## config.mk

```make
export PLATFORM = sky130hd
export DESIGN_NAME = video_timing_gen
export DESIGN_NICKNAME = d
export VERILOG_FILES = /design/src/rtl/vtg_pkg.sv /design/src/rtl/vtg_frame_counter.sv /design/src/rtl/vtg_sync_decode.sv /design/src/rtl/vtg_pixel_shifter.sv /design/src/rtl/video_timing_gen.sv
export SDC_FILE = /design/constraint.sdc
export NUM_CORES = 1
export LEC_CHECK = 0
export BUFFER_PORTS_ARGS = -buffer_cell sky130_fd_sc_hd__buf_2
export CORE_ASPECT_RATIO = 1.25
export CORE_MARGIN = 2
export CORE_UTILIZATION = 45
export DETAILED_ROUTE_END_ITERATION = 10
export PLACE_DENSITY = 0.8
export SLEW_MARGIN = 20
export SYNTH_ARGS = -nofsm -noshare
export SYNTH_HDL_FRONTEND = slang
export SYNTH_SLANG_ARGS = --single-unit
```

## constraint.sdc

```tcl
create_clock -name clk -period 2.1 [get_ports clk]
set_input_delay 0.21 -clock clk [delete_from_list [all_inputs] [get_ports clk]]
set_output_delay 0.21 -clock clk [all_outputs]
set_load 0.03 [all_outputs]
```

## src/rtl/vtg_pkg.sv

```systemverilog
// Shared types and helpers for the video timing generator.
// Assumes: integer bounds fit in 32 bits.
package vtg_pkg;

    // Decoded raster flags for one pixel slot
    typedef struct packed {
        logic hs;
        logic vs;
        logic act;
        logic load;
    } vtg_flags_t;

    // True when lo <= v < hi_excl
    function automatic logic in_span(input int v, input int lo, input int hi_excl);
        return (v >= lo) && (v < hi_excl);
    endfunction

endpackage

```

## src/rtl/vtg_frame_counter.sv

```systemverilog
// Flat frame counter: one step per clock, terminal count registered one
// cycle ahead so the wrap clears every bit on a single edge.
// Assumes: LAST >= 2, LAST < 2**CNT_W.
module vtg_frame_counter #(
    parameter int CNT_W = 18,
    parameter int LAST  = 159743
) (
    input  logic             clk,
    input  logic             rst_n,
    output logic [CNT_W-1:0] cnt
);

    logic [CNT_W-1:0] cnt_q;
    logic             tc_q;

    // Advance the count; the pre-decoded terminal flag forces the wrap
    always_ff @(posedge clk) begin
        if (!rst_n) begin
            cnt_q <= '0;
            tc_q  <= 1'b0;
        end else begin
            tc_q  <= (cnt_q == CNT_W'(LAST - 1));
            cnt_q <= tc_q ? '0 : cnt_q + 1'b1;
        end
    end

    assign cnt = cnt_q;

    AST_CNT_STEP: assert property (@(posedge clk) disable iff (!rst_n)
        (cnt_q != CNT_W'(LAST)) |=> (cnt_q == $past(cnt_q) + 1'b1));
    AST_CNT_WRAP: assert property (@(posedge clk) disable iff (!rst_n)
        (cnt_q == CNT_W'(LAST)) |=> (cnt_q == '0));
    AST_TC_ALIGN: assert property (@(posedge clk) disable iff (!rst_n)
        tc_q |-> (cnt_q == CNT_W'(LAST)));

endmodule

```

## src/rtl/vtg_sync_decode.sv

```systemverilog
// Decodes sync, window and fetch strobe from the counter's bit fields and
// registers them, so every flag lags its counter value by one clock.
// Assumes: PIX_W is a power of two; window edges are multiples of PIX_W.
module vtg_sync_decode
    import vtg_pkg::*;
#(
    parameter int XW       = 9,
    parameter int YW       = 9,
    parameter int HS_LEN   = 38,
    parameter int VS_LINES = 4,
    parameter int AX0      = 96,
    parameter int AX1      = 480,
    parameter int AY0      = 24,
    parameter int AY1      = 312,
    parameter int PIX_W    = 8
) (
    input  logic            clk,
    input  logic            rst_n,
    input  logic [XW+YW-1:0] cnt,
    output vtg_flags_t      flags
);

    localparam int PH_W = $clog2(PIX_W);

    logic [XW-1:0] x;
    logic [YW-1:0] y;
    vtg_flags_t    dec;
    vtg_flags_t    flags_q;

    assign x = cnt[XW-1:0];
    assign y = cnt[XW+YW-1:XW];

    // Combinational decode of the current slot
    always_comb begin
        dec.hs   = in_span(int'(x), 0, HS_LEN);
        dec.vs   = in_span(int'(y), 0, VS_LINES);
        dec.act  = in_span(int'(x), AX0, AX1) && in_span(int'(y), AY0, AY1);
        dec.load = dec.act && (x[PH_W-1:0] == '0);
    end

    // Register the flags; reset leaves both syncs asserted
    always_ff @(posedge clk) begin
        if (!rst_n) begin
            flags_q <= '{hs: 1'b1, vs: 1'b1, act: 1'b0, load: 1'b0};
        end else begin
            flags_q <= dec;
        end
    end

    assign flags = flags_q;

    AST_LOAD_IN_WINDOW: assert property (@(posedge clk) disable iff (!rst_n)
        flags_q.load |-> flags_q.act);
    AST_VS_START_HS: assert property (@(posedge clk) disable iff (!rst_n)
        $rose(flags_q.vs) |-> flags_q.hs);
    AST_SYNC_BLANKED: assert property (@(posedge clk) disable iff (!rst_n)
        (flags_q.hs || flags_q.vs) |-> !flags_q.act);

endmodule

```

## src/rtl/vtg_pixel_shifter.sv

```systemverilog
// Parallel-in serial-out pixel shifter, MSB first, output gated to black
// outside the active window (window flag delayed to match the load stage).
// Assumes: load_i arrives at most once every PIX_W clocks.
module vtg_pixel_shifter #(
    parameter int PIX_W = 8
) (
    input  logic             clk,
    input  logic             rst_n,
    input  logic             load_i,
    input  logic             act_i,
    input  logic [PIX_W-1:0] word_i,
    output logic             vid_o
);

    logic [PIX_W-1:0] sr_q;
    logic             act_d_q;

    // Load a new word on the strobe, otherwise shift toward the MSB
    always_ff @(posedge clk) begin
        if (!rst_n) begin
            sr_q <= '0;
        end else if (load_i) begin
            sr_q <= word_i;
        end else begin
            sr_q <= {sr_q[PIX_W-2:0], 1'b0};
        end
    end

    // Align the window flag with the shifter stage
    always_ff @(posedge clk) begin
        if (!rst_n) begin
            act_d_q <= 1'b0;
        end else begin
            act_d_q <= act_i;
        end
    end

    assign vid_o = sr_q[PIX_W-1] & act_d_q;

    AST_SHIFT_CAPTURE: assert property (@(posedge clk) disable iff (!rst_n)
        $past(load_i) |-> (sr_q == $past(word_i)));

endmodule

```

## src/rtl/video_timing_gen.sv

```systemverilog
// Top of the composite video timing generator: flat frame counter,
// registered sync/window decode and the serial pixel shifter.
// Assumes: one pixel clock; rst_n synchronous, active low.
module video_timing_gen
    import vtg_pkg::*;
#(
    parameter int LINE_LOG2 = 9,
    parameter int LINES     = 312,
    parameter int HS_LEN    = 38,
    parameter int VS_LINES  = 4,
    parameter int AX0       = 96,
    parameter int AX1       = 480,
    parameter int AY0       = 24,
    parameter int PIX_W     = 8,
    localparam int ROW_W    = $clog2(LINES),
    localparam int CNT_W    = LINE_LOG2 + ROW_W,
    localparam int LAST     = LINES * (1 << LINE_LOG2) - 1
) (
    input  logic             clk,
    input  logic             rst_n,
    input  logic [PIX_W-1:0] pix_word,
    output logic [CNT_W-1:0] frame_pos,
    output logic             hsync,
    output logic             vsync,
    output logic             active,
    output logic             pix_load,
    output logic             video_out
);

    logic [CNT_W-1:0] cnt;
    vtg_flags_t       flags;

    vtg_frame_counter #(.CNT_W(CNT_W), .LAST(LAST)) u_cnt (
        .clk   (clk),
        .rst_n (rst_n),
        .cnt   (cnt)
    );

    vtg_sync_decode #(
        .XW(LINE_LOG2), .YW(ROW_W), .HS_LEN(HS_LEN), .VS_LINES(VS_LINES),
        .AX0(AX0), .AX1(AX1), .AY0(AY0), .AY1(LINES), .PIX_W(PIX_W)
    ) u_dec (
        .clk   (clk),
        .rst_n (rst_n),
        .cnt   (cnt),
        .flags (flags)
    );

    vtg_pixel_shifter #(.PIX_W(PIX_W)) u_shf (
        .clk    (clk),
        .rst_n  (rst_n),
        .load_i (flags.load),
        .act_i  (flags.act),
        .word_i (pix_word),
        .vid_o  (video_out)
    );

    assign frame_pos = cnt;
    assign hsync     = flags.hs;
    assign vsync     = flags.vs;
    assign active    = flags.act;
    assign pix_load  = flags.load;

    AST_VIDEO_NEEDS_WINDOW: assert property (@(posedge clk) disable iff (!rst_n)
        video_out |-> $past(active));

endmodule

```

==> results.py <==
metrics = {
    "timing": {
        "tightestPinTransition_ps": 439,
        "hold_viol_final": 0,
        "finalMaxSlewViolations": 0,
        "final_critical_path_time_including_i_o_delays_and_setup_ps": 1890,
        "slew_headroom_pct": 70.7,
        "max_freq_ghz": 0.528,
        "grt_setup_unrepaired": "no",
        "clock-skew-final_ps": 14.2,
        "setup_viol": 0,
        "layout_worst_path_cycle_share_pct": 90.2,
        "finalWorstSetupSlack_ps": 206,
        "finalSetupTns_ps": 0,
        "final.hold.worst_slack_ps": 131,
    },
    "clocking": {
        "cts_htree_levels": 2,
        "cts_inserted_buffers": 5,
        "cts_num_sinks": 32,
        "worstSkewPairLatency_ps": 330,
        "cts_root_buffer": "sky130_fd_sc_hd__clkbuf_4",
        "post_cts_resize_count": 0,
        "clkSlewWorstSetupHoldPaths_ps": 100,
        "postCtsSetupRepairBufs": 0,
        "max-clock-path-buffers": 2,
        "cts_hold_buf": 0,
        "tritoncts": "done",
    },
    "pwr": {
        "cell_internal_pwr_uw": 880,
        "power.net_switching_uw": 235,
        "post-layout-total-power_uw": 1110,
        "leakage_uw": 0.000677,
        "sw_frac_of_total_pct": 21.1,
        "share_seq_of_total_power_pct": 55.6,
        "vdd.ir_drop.worst_v": 0.000546,
        "pwr-share-clk_pct": 40.1,
        "share_comb_of_total_power_pct": 4.3,
        "pwr_density_cell_mw_per_mm2": 688,
    },
    "synth": {
        "dominantRegCellSynth": "sky130_fd_sc_hd__dfxtp_1",
        "postSynthAreaPerCell_um2": 9.42,
        "synth-warning-count": 0,
        "yosys.cell_types.count": 36,
        "asyncSetResetFlopFracSynth_pct": 0,
        "netlist_instances": 144,
        "synthesis.nets": 157,
        "yosys_register_bits": 32,
        "synthesis.area_mm2": 0.00136,
        "synth_edf_count": 0,
        "synth_sequential_area_ratio_pct": 47.2,
    },
    "setup_path": {
        "cp.arrival_ps": 2140,
        "setup.worst_path.end_class": "register",
        "critical_path.slowest_cell": "sky130_fd_sc_hd__or4_1",
        "crit_path_max_fanout": 8,
        "setup.worst_path.class": "reg -> reg",
        "startpoint_type": "register",
        "timing.critical_path.required_ps": 2350,
        "timing.critical_path.cells": "nand4_1 > or4_1 > or4_1 > o21ai_0",
        "cpPeakStageDelay_ps": 610,
        "critPathMostFrequentCell": "sky130_fd_sc_hd__or4_1",
    },
    "floorplan": {
        "pin_count": 33,
        "start_util_pct": 46.5,
        "die-height_um": 65.4,
        "floorplan.die.width_um": 53.1,
        "placeableCoreArea_mm2": 0.00292,
        "placementRows": 22,
        "die-area_mm2": 0.00347,
    },
    "drt": {
        "drt_first_iter_violations": 32,
        "detail-route-antenna-nets": 0,
        "drt_drc_violations_left": 0,
        "post_drt_via_cell_ratio": 5.50,
        "detailroute.via_count": 1188,
        "detailedRoute.firstPassIterationCount": 4,
        "drt_wl_total_mm": 2.89,
        "detail_route.wl_per_cell_um": 13.4,
    },
    "placement": {
        "pre_cts_slack_ps": 244,
        "dp.final_hpwl_mm": 2.14,
        "place_congestion": 0.891,
        "io_buffer_count": 32,
    },
    "finish": {
        "final_layout_size_suffix_gt1_share_pct": 26.1,
        "layout.nets": 192,
        "diodes": 0,
        "area_delta_synth_final_pct": 19.4,
        "fill_cells": 290,
    },
    "worst_hold_path": {
        "hold_path.class": "in -> reg",
    },
    "global_route": {
        "grt_pass1_vias": 1069,
        "grt_antenna_before_repair": 0,
        "gr-total-overflow": 0,
        "grt_pass1_wl_mm": 4.64,
        "pin_count_of_the_biggest_net_entering_global_routing": 18,
        "global_route.usage.total_pct": 18.5,
    },
    "run_status": {
        "status": "finished clean",
    },
    "job": {
        "max-cap-violations": 0,
    },
}
[cells in the mapped netlist, types with 2 or more instances]
| cell type | count | area share, % |
|---|---|---|
| sky130_fd_sc_hd__xor2_1 | 5 | 3.2 |
| sky130_fd_sc_hd__dfxtp_1 | 32 | 47 |
| sky130_fd_sc_hd__nand4_1 | 6 | 2.8 |
| sky130_fd_sc_hd__nor4_1 | 2 | 0.92 |
| sky130_fd_sc_hd__xnor2_1 | 4 | 2.6 |
| sky130_fd_sc_hd__nor3_1 | 2 | 0.74 |
| sky130_fd_sc_hd__o21ai_0 | 6 | 2.2 |
| sky130_fd_sc_hd__nand3_1 | 2 | 0.74 |
| sky130_fd_sc_hd__clkbuf_1 | 3 | 0.83 |
| sky130_fd_sc_hd__nor2b_1 | 8 | 3.7 |
| sky130_fd_sc_hd__and2_1 | 4 | 1.8 |
| sky130_fd_sc_hd__or3_1 | 4 | 1.8 |
| sky130_fd_sc_hd__a21oi_1 | 5 | 1.8 |
| sky130_fd_sc_hd__o211ai_1 | 2 | 1.1 |
| sky130_fd_sc_hd__inv_1 | 4 | 1.1 |
| sky130_fd_sc_hd__and4_1 | 2 | 1.3 |
| sky130_fd_sc_hd__ha_1 | 3 | 2.8 |
| sky130_fd_sc_hd__nor2_1 | 12 | 3.3 |
| sky130_fd_sc_hd__mux2i_1 | 7 | 5.2 |
| sky130_fd_sc_hd__and3_1 | 2 | 0.92 |
| sky130_fd_sc_hd__nand2_1 | 10 | 2.8 |
| sky130_fd_sc_hd__or4_1 | 5 | 2.8 |
[power groups by stage]
stage	sequential (uW)	clock [uW]	combinational, uW
after global placement	633	0	46.6
after CTS	620	461	48.3
after detailed placement	634	0	47.7
final	620	447	47.5
after global routing	622	491	53.8
after floorplan	642	0	20.8
[area by class of cell]
class                   instances  area, um^2  area share (%)
well taps                      36        45.0            2.78
flip-flops and latches         32         641            39.6
repair buffers                 33         168            10.4
inverters                       4        15.0           0.927
clock buffers                   6        41.3            2.55
multi-input cells             103         674            41.7
clock inverters                 2        35.0            2.16
[critical path, delay by kind of cell (launching register included)]
family,cells,cell delay (ps)
flops,1,470
simple gates,3,1250
compound gates,1,90
[stage by stage]
stage               area, um^2  utilization [%]  std cells
finish                    1620             55.5        216
global route              1620             55.5        216
CTS                       1620             55.5        216
detailed placement        1540             52.9        208
global placement          1540             52.9        208
floorplan                 1360                -        144
[state kept, by name, indices dropped and copies added (netlist names)]
| signal | count |
|---|---|
| u_dec.flags | 4 |
| u_shf.act_d_q | 1 |
| u_shf.sr_q | 8 |
| u_cnt.cnt | 18 |
| u_cnt.tc_q | 1 |
[kinds of logic after synthesis]
kind of cell | Yosys count | synth area share, %
AOI/OAI and AO/OA | 16 | 6.92
muxes | 7 | 5.17
adders and majority gates | 3 | 2.77
and+or+nand+nor | 68 | 29.1
buffers and inverters | 9 | 3.04
DFF | 32 | 47.2
xor gates and xnor gates | 9 | 5.81
[path summary, 6_finish.rpt]
kind | startpoint | endpoint | slack, ps | cells after the start
hold reg to reg | u_dec.flags[1] | u_shf.act_d_q | 480 | 1
hold / removal | pix_word[0] | u_shf.sr_q[0] | 130 | 2
setup / recovery | u_cnt.cnt[6] | u_cnt.cnt[17] | 210 | 4
setup reg to reg | u_cnt.cnt[6] | u_cnt.cnt[17] | 210 | 4
[per-layer routing]
layer  vias to the layer above  track usage (%)  wire [um]
li1                        574                -          -
met1                       555             18.9       1140
met2                        50             32.3       1480
met3                         9             7.05        203
met4                         0             8.33         70
met5                         -                0          0
[cell usage in the layout, fill, tap and decap left out, drive strengths merged]
| master | n |
|---|---|
| or3 | 5 |
| nor3 | 2 |
| ha | 3 |
| o211ai | 2 |
| dfxtp | 32 |
| inv | 4 |
| nor2 | 12 |
| xnor2 | 4 |
| nor4 | 2 |
| and3 | 3 |
| nand2 | 11 |
| mux2i | 7 |
| o41ai | 1 |
| and4 | 3 |
| a211oi | 1 |
| and3b | 1 |
| and2b | 1 |
| nor2b | 8 |
| nand3 | 3 |
| bufinv | 1 |
| clkinv | 1 |
| xor2 | 5 |
| buf | 33 |
| o31ai | 1 |
| clkbuf | 6 |
| or4 | 5 |
| or2b | 1 |
| nand4 | 6 |
| and2 | 5 |
| a21oi | 5 |
| o21ai | 6 |
Power figures use the tool's default switching activity.
